--- config.mk ---
export PLATFORM = sky130hd
export DESIGN_NAME = iopt_walker
export DESIGN_NICKNAME = d
export VERILOG_FILES = /design/src/rtl/iopt_pkg.sv /design/src/rtl/iopt_addr_gen.sv /design/src/rtl/iopt_pte_eval.sv /design/src/rtl/iopt_ctrl.sv /design/src/rtl/iopt_walker.sv
export SDC_FILE = /design/constraint.sdc
export NUM_CORES = 1
export LEC_CHECK = 0
export ABC_AREA = 1
export BUFFER_PORTS_ARGS = -buffer_cell sky130_fd_sc_hd__buf_2
export CORE_ASPECT_RATIO = 0.7
export CORE_UTILIZATION = 35
export DETAILED_ROUTE_END_ITERATION = 12
export SETUP_SLACK_MARGIN = 0.2
export SYNTH_ARGS = -nofsm -noshare
export SYNTH_HDL_FRONTEND = slang
export SYNTH_HIERARCHICAL = 1
export SYNTH_SLANG_ARGS = --single-unit
--- constraint.sdc ---
create_clock -name clk_i -period 4.6 [get_ports clk_i]
set_clock_uncertainty 0.05 [all_clocks]
set_input_delay 0.23 -clock clk_i [delete_from_list [all_inputs] [get_ports clk_i]]
set_output_delay 0.23 -clock clk_i [all_outputs]
set_load 0.03 [all_outputs]
--- src/rtl/iopt_pkg.sv ---
package iopt_pkg;
  localparam int unsigned PTE_W      = 32;
  localparam int unsigned PTE_PPN_LO = 8;
  localparam int unsigned PTE_V_BIT  = 1;
  localparam int unsigned PTE_WR_BIT = 2;

  localparam logic [31:0] FLT_STAT_BASE = 32'hC082_0000;
  localparam logic [31:0] FLT_STAT_RD   = 32'h0004_0000;

  typedef enum logic [1:0] {
    ST_IDLE  = 2'd0,
    ST_FETCH = 2'd1,
    ST_CHECK = 2'd2,
    ST_RESP  = 2'd3
  } walk_st_e;
endpackage

--- src/rtl/iopt_addr_gen.sv ---
module iopt_addr_gen #(
  parameter int unsigned VA_W     = 32,
  parameter int unsigned PA_W     = 36,
  parameter int unsigned PG_SHIFT = 12
) (
  input  logic [VA_W-1:0]          vaddr_i,
  input  logic [VA_W-1:0]          base_i,
  input  logic [VA_W-PG_SHIFT-1:0] win_page_i,
  output logic [PA_W-1:0]          pte_addr_o
);
  localparam int unsigned VPN_W  = VA_W - PG_SHIFT;
  localparam int unsigned BASE_SH = PA_W - VA_W;
  localparam int unsigned IDX_PAD = PA_W - VPN_W - 2;

  logic [VPN_W-1:0] vpn_in_win;
  logic [PA_W-1:0]  tbl_base;
  logic [PA_W-1:0]  tbl_off;

  // page index inside window, one 4-byte entry per page
  assign vpn_in_win = vaddr_i[VA_W-1:PG_SHIFT] & ~win_page_i;
  assign tbl_base   = {base_i, {BASE_SH{1'b0}}};
  assign tbl_off    = {{IDX_PAD{1'b0}}, vpn_in_win, 2'b00};
  assign pte_addr_o = tbl_base + tbl_off;
endmodule

--- src/rtl/iopt_pte_eval.sv ---
module iopt_pte_eval
  import iopt_pkg::*;
#(
  parameter int unsigned VA_W     = 32,
  parameter int unsigned PA_W     = 36,
  parameter int unsigned PG_SHIFT = 12
) (
  input  logic [VA_W-1:0]           vaddr_i,
  input  logic                      write_i,
  input  logic [PA_W-PG_SHIFT-1:0]  ppn_i,
  input  logic                      pte_v_i,
  input  logic                      pte_wr_i,
  output logic [PA_W-1:0]           paddr_o,
  output logic                      rw_o,
  output logic                      fault_o,
  output logic [31:0]               status_o,
  output logic [VA_W-1:0]           page_o
);
  logic perm_fault;

  assign perm_fault = write_i & ~pte_wr_i;
  assign fault_o    = ~pte_v_i | perm_fault;
  assign rw_o       = ~fault_o & pte_wr_i;
  assign paddr_o    = fault_o ? '0 : {ppn_i, vaddr_i[PG_SHIFT-1:0]};
  assign status_o   = FLT_STAT_BASE | (write_i ? 32'h0 : FLT_STAT_RD);
  assign page_o     = {vaddr_i[VA_W-1:PG_SHIFT], {PG_SHIFT{1'b0}}};
endmodule

--- src/rtl/iopt_ctrl.sv ---
module iopt_ctrl
  import iopt_pkg::*;
(
  input  logic     clk_i,
  input  logic     rst_ni,
  input  logic     req_valid_i,
  input  logic     mem_rvalid_i,
  input  logic     rsp_ready_i,
  output walk_st_e st_o
);
  walk_st_e st_q, st_d;

  always_comb begin
    st_d = st_q;
    unique case (st_q)
      ST_IDLE:  if (req_valid_i)  st_d = ST_FETCH;
      ST_FETCH: if (mem_rvalid_i) st_d = ST_CHECK;
      ST_CHECK:                   st_d = ST_RESP;
      ST_RESP:  if (rsp_ready_i)  st_d = ST_IDLE;
      default:                    st_d = ST_IDLE;
    endcase
  end

  always_ff @(posedge clk_i or negedge rst_ni) begin
    if (!rst_ni) st_q <= ST_IDLE;
    else         st_q <= st_d;
  end

  assign st_o = st_q;

  p_check_one_cycle_r10: assert property (@(posedge clk_i) disable iff (!rst_ni)
    st_q == ST_CHECK |=> st_q == ST_RESP);
endmodule

--- src/rtl/iopt_walker.sv ---
module iopt_walker
  import iopt_pkg::*;
#(
  parameter int unsigned VA_W     = 32,
  parameter int unsigned PA_W     = 36,
  parameter int unsigned PG_SHIFT = 12
) (
  input  logic                     clk_i,
  input  logic                     rst_ni,
  input  logic                     req_valid_i,
  output logic                     req_ready_o,
  input  logic [VA_W-1:0]          req_vaddr_i,
  input  logic                     req_write_i,
  input  logic [VA_W-1:0]          base_i,
  input  logic [VA_W-PG_SHIFT-1:0] win_page_i,
  output logic                     mem_req_o,
  output logic [PA_W-1:0]          mem_addr_o,
  input  logic                     mem_rvalid_i,
  input  logic [PTE_W-1:0]         mem_rdata_i,
  output logic                     rsp_valid_o,
  input  logic                     rsp_ready_i,
  output logic [PA_W-1:0]          rsp_paddr_o,
  output logic                     rsp_rw_o,
  output logic                     rsp_fault_o,
  output logic                     flt_strobe_o,
  output logic [31:0]              flt_status_o,
  output logic [VA_W-1:0]          flt_addr_o
);
  localparam int unsigned PPN_W = PA_W - PG_SHIFT;

  walk_st_e         st;
  logic [VA_W-1:0]  vaddr_q;
  logic             wr_q;
  logic [PTE_W-1:0] pte_q;
  logic [PA_W-1:0]  ev_paddr;
  logic             ev_rw, ev_fault;
  logic [31:0]      ev_status;
  logic [VA_W-1:0]  ev_page;
  logic [PA_W-1:0]  paddr_q;
  logic             rw_q, fault_q, stb_q;
  logic [31:0]      status_q;
  logic [VA_W-1:0]  faddr_q;

  iopt_ctrl u_ctrl (
    .clk_i        (clk_i),
    .rst_ni       (rst_ni),
    .req_valid_i  (req_valid_i),
    .mem_rvalid_i (mem_rvalid_i),
    .rsp_ready_i  (rsp_ready_i),
    .st_o         (st)
  );

  iopt_addr_gen #(.VA_W(VA_W), .PA_W(PA_W), .PG_SHIFT(PG_SHIFT)) u_addr (
    .vaddr_i    (vaddr_q),
    .base_i     (base_i),
    .win_page_i (win_page_i),
    .pte_addr_o (mem_addr_o)
  );

  iopt_pte_eval #(.VA_W(VA_W), .PA_W(PA_W), .PG_SHIFT(PG_SHIFT)) u_eval (
    .vaddr_i  (vaddr_q),
    .write_i  (wr_q),
    .ppn_i    (pte_q[PTE_W-1 -: PPN_W]),
    .pte_v_i  (pte_q[PTE_V_BIT]),
    .pte_wr_i (pte_q[PTE_WR_BIT]),
    .paddr_o  (ev_paddr),
    .rw_o     (ev_rw),
    .fault_o  (ev_fault),
    .status_o (ev_status),
    .page_o   (ev_page)
  );

  always_ff @(posedge clk_i or negedge rst_ni) begin
    if (!rst_ni) begin
      vaddr_q <= '0;
      wr_q    <= 1'b0;
      pte_q   <= '0;
    end else begin
      if (st == ST_IDLE && req_valid_i) begin
        vaddr_q <= req_vaddr_i;
        wr_q    <= req_write_i;
      end
      if (st == ST_FETCH && mem_rvalid_i) pte_q <= mem_rdata_i;
    end
  end

  always_ff @(posedge clk_i or negedge rst_ni) begin
    if (!rst_ni) begin
      paddr_q  <= '0;
      rw_q     <= 1'b0;
      fault_q  <= 1'b0;
      stb_q    <= 1'b0;
      status_q <= '0;
      faddr_q  <= '0;
    end else begin
      stb_q <= 1'b0;
      if (st == ST_CHECK) begin
        paddr_q <= ev_paddr;
        rw_q    <= ev_rw;
        fault_q <= ev_fault;
        stb_q   <= ev_fault;
        if (ev_fault) begin
          status_q <= ev_status;
          faddr_q  <= ev_page;
        end
      end
    end
  end

  assign req_ready_o  = (st == ST_IDLE);
  assign mem_req_o    = (st == ST_FETCH);
  assign rsp_valid_o  = (st == ST_RESP);
  assign rsp_paddr_o  = paddr_q;
  assign rsp_rw_o     = rw_q;
  assign rsp_fault_o  = fault_q;
  assign flt_strobe_o = stb_q;
  assign flt_status_o = status_q;
  assign flt_addr_o   = faddr_q;

  p_addr_hold_r2: assert property (@(posedge clk_i) disable iff (!rst_ni)
    mem_req_o && !mem_rvalid_i |=> mem_req_o && $stable(mem_addr_o));
  p_fault_no_perm_r4: assert property (@(posedge clk_i) disable iff (!rst_ni)
    rsp_valid_o && rsp_fault_o |-> !rsp_rw_o && rsp_paddr_o == '0);
  p_write_needs_rw_r5: assert property (@(posedge clk_i) disable iff (!rst_ni)
    rsp_valid_o && wr_q && !rsp_fault_o |-> rsp_rw_o);
  p_strobe_pulse_r7: assert property (@(posedge clk_i) disable iff (!rst_ni)
    flt_strobe_o |=> !flt_strobe_o);
  p_strobe_fault_r7: assert property (@(posedge clk_i) disable iff (!rst_ni)
    flt_strobe_o |-> rsp_valid_o && rsp_fault_o);
  p_rsp_hold_r8: assert property (@(posedge clk_i) disable iff (!rst_ni)
    rsp_valid_o && !rsp_ready_i |=> rsp_valid_o && $stable(rsp_paddr_o)
      && $stable(rsp_rw_o) && $stable(rsp_fault_o));
  p_busy_r8: assert property (@(posedge clk_i) disable iff (!rst_ni)
    (mem_req_o || rsp_valid_o) |-> !req_ready_o);
  p_pte_held_r9: assert property (@(posedge clk_i) disable iff (!rst_ni)
    st == ST_RESP |-> $stable(pte_q));
endmodule

==> results.md <==
* Top Layer Used: met5
* Worst Reg2Reg Path Length in Cells at 7
* HPWL after DPL at 19,500 um
* First-pass GRT wire length at 44,500 um
* Die Height at 140 um
* WL met1 at 14,200 um
* IO Port Bufs at 255
* Simple-gate share of the synthesized area at 37.0%
* Worst vdd ir at 0.258 mV
* Root Driver: clkbuf_16
* Clock latency on the worst-skew pair at 0.43 ns
* Reg2reg end: flt_status_o[23]
* Largest net degree at the start of global routing at 89
* Cell variety after synth at 34
* Lkg Pwr at 6.94 nW
* Routed Wire Length at 28,100 um
* Final Max Slew Viols at 0
* Synth Area in Compound Gates at 0.910%
* Post-DR vias/cell at 4.57
* Hold Buf Count CTS at 45
* Tot GR Track Use at 20.6%
* CTS Buf Count at 17
* Grt ovf at 0
* Final period util at 66.1%
* Core area at 26,700 um^2
* Max frequency at 329 MHz
* DR WL/cell at 14.6 um
* I/O pins at 264
* Drt first pass iters at 5
* N_diodes at 0
* Nets@finish at 1,697
* Vias post-DR at 8,825
* Post-synthesis mux area share at 0%
* Main combinational cell family by area after synthesis: simple AND/OR/NAND/NOR gates
* Full die area at 27,800 um^2
* Setup CP Type: reg -> out
* Layout cells sized above 1 at 21.7%
* Flop-to-flop setup slack at 2.06 ns
* Placer Congestion at 0.907
* Worst slew pin tran at 1.00 ns
* Cell Rows at 50
* DRT iter0 DRCs at 635
* Worst endpoint data arrival time at 2.76 ns
* Crit path launch type: flip-flop
* WL met2 at 11,700 um
* Avg Cell Area, Syn at 7.26 um^2
* Fillers at 2,805
* PnR Total Power at 8.27 mW
* Die X at 199 um
* Critical-path maximum fanout at 5
* Power per cell area at 704 nW/um^2
* Syn Inst Count at 1,306
* Slew Limit Headroom at 33.0%
* Crit path from: vaddr_q[30]
* Placed Cells at 1,852
* Seq. cell area at 4110 um^2
* Reg2reg start: pte_q[2]
* Post-layout util at 44.1%
* TNS Setup at 0 ns
* Cell area after synthesis at 9480 um^2
* Multi-input gate area at 4200 um^2
* Clock period minus worst slack at 3.04 ns
* CTS H-Tree Depth at 4
* Remaining DRCs at 0
* Crit end category: output port
* Synthesis-to-finish area growth at 23.9%
* CTS tree: built
* WL met3 at 1910 um
* Status: finished clean
* Flops & latches, synth at 164
* Fin cells at 1,929
* WP data required at 4.32 ns
* Hold/Removal Path Class: in -> reg
* Max Root-Sink Buffers at 2
* Post-CTS sizing at 0
* Critical path destination: mem_addr_o[33]
* Setup bufs post-CTS at 0
* Final setup fails at 0
* Final Hold Viols at 0
* Clk sink count at 164
* Placed Area at 10,700 um^2
* MaxCap Viol Count at 0
* Clock transition at path regs at 0.07 ns
* Antenna-violating nets left at 0
* Synth Area in Adders at 3.11%
* Final Cell Area at 11,700 um^2
* Initial core utilization at 35.6%
* Register area share after synthesis at 43.3%
* Vias in the first global route at 8,331
* Initial antenna violation count at 1
* Xor and xnor area share after synthesis at 1.29%
* RSZ-0062 raised after global routing: false
* Warnings, synthesis at 6
registers in the layout, indices dropped and copies added (netlist names):
signal,flops
rsp_paddr_o,36
flt_addr_o,32
flt_status_o,32
vaddr_q,32
pte_q,26
u_ctrl/st_o,2
flt_strobe_o,1
rsp_fault_o,1
rsp_rw_o,1
wr_q,1
power by group:
group	total [mW]	internal (mW)	switching, mW
logic	4.22	1.12	3.10
clock network	1.52	0.905	0.616
registers	2.53	2.13	0.407
final cells by class:
cell class,instances,area share (%)
clock inverter,10,1.26
multi-input combinational,910,35.7
clock buffer,22,4.04
sequential,164,34.9
tap,364,3.88
timing repair buffer,310,15.4
inverter,149,4.76
critical path, cell delays in order (launching register included):
cell and delay [ns]:
dfrtp_1 0.42, inv_1 0.07, nor2_1 0.04, ha_1 0.40
nand2_1 0.21, inv_1 0.06, a21oi_1 0.40, nor2_1 0.11
o21ai_0 0.24, nand3_1 0.12, nand2_1 0.07, buf_2 0.20
Yosys cell counts, drive strengths merged:
| master | n | area, um^2 |
|---|---|---|
| ha | 22 | 275 |
| nand3 | 68 | 355 |
| dfrtp | 164 | 4100 |
| nand2b | 1 | 6.26 |
| xor2 | 14 | 123 |
| nand2 | 547 | 2070 |
| nor2 | 90 | 405 |
| o21bai | 1 | 7.51 |
| a21boi | 2 | 18.8 |
| fa | 1 | 20.0 |
| clkbuf | 19 | 72.6 |
| o21ai | 3 | 15.0 |
| nor3 | 7 | 46.3 |
| buf | 106 | 721 |
| conb | 3 | 11.3 |
| and2 | 1 | 6.26 |
| or2 | 3 | 18.8 |
| a21oi | 9 | 45.0 |
| and3 | 1 | 6.26 |
| inv | 149 | 559 |
| nand4 | 95 | 594 |
through the flow:
stage | hold WS, ns | setup WS, ns
6_report | 0.0240 | 1.56
2_1_floorplan | -0.116 | 2.33
5_1_grt | 0.00816 | 1.40
3_3_place_gp | 0.313 | 2.06
3_5_place_dp | 0.320 | 2.01
4_1_cts | 0.000275 | 1.64
worst min-delay path by stage:
stage	startpoint	end	slack [ns]	cells past startpoint
after floorplan	rst_ni	flt_addr_o[0]	-0.12	0
after global placement	rst_ni	flt_strobe_o	0.31	1
after detailed placement	rst_ni	flt_strobe_o	0.32	1
after CTS	mem_rdata_i[18]	pte_q[18]	0.0003	3
after global routing	mem_rdata_i[2]	pte_q[2]	0.008	3
final	mem_rdata_i[18]	pte_q[18]	0.02	3
cells by family (layout without fill, tap and decap cells):
group,count (synthesis),after routing
AOI/OAI and AO/OA,15,15
DFF,164,164
adders and majority gates,23,23
and+or+nand+nor,813,813
other,3,45
buffers and inverters,274,491
xor gates and xnor gates,14,14
layout by cell type, fill, tap and decap left out, types with 21 or more instances in the layout:
cell | Yosys | layout
nand4_1 | 95 | 95
nor2_2 | 21 | 21
buf_2 | 33 | 254
nor2_1 | 67 | 67
inv_1 | 144 | 144
dlygate4sd3_1 | 0 | 45
dfrtp_1 | 164 | 163
nand3_1 | 65 | 64
ha_1 | 22 | 22
nand2_1 | 539 | 538
conb_1 | 3 | 45
routing by layer:
metal / vias up / global-route usage, %
li1: 4437 / -
met1: 4082 / 31.2
met2: 280 / 29.7
met4: 2 / 5.06
met5: - / 0
met3: 24 / 4.02
(Power assumes the default switching activity.)
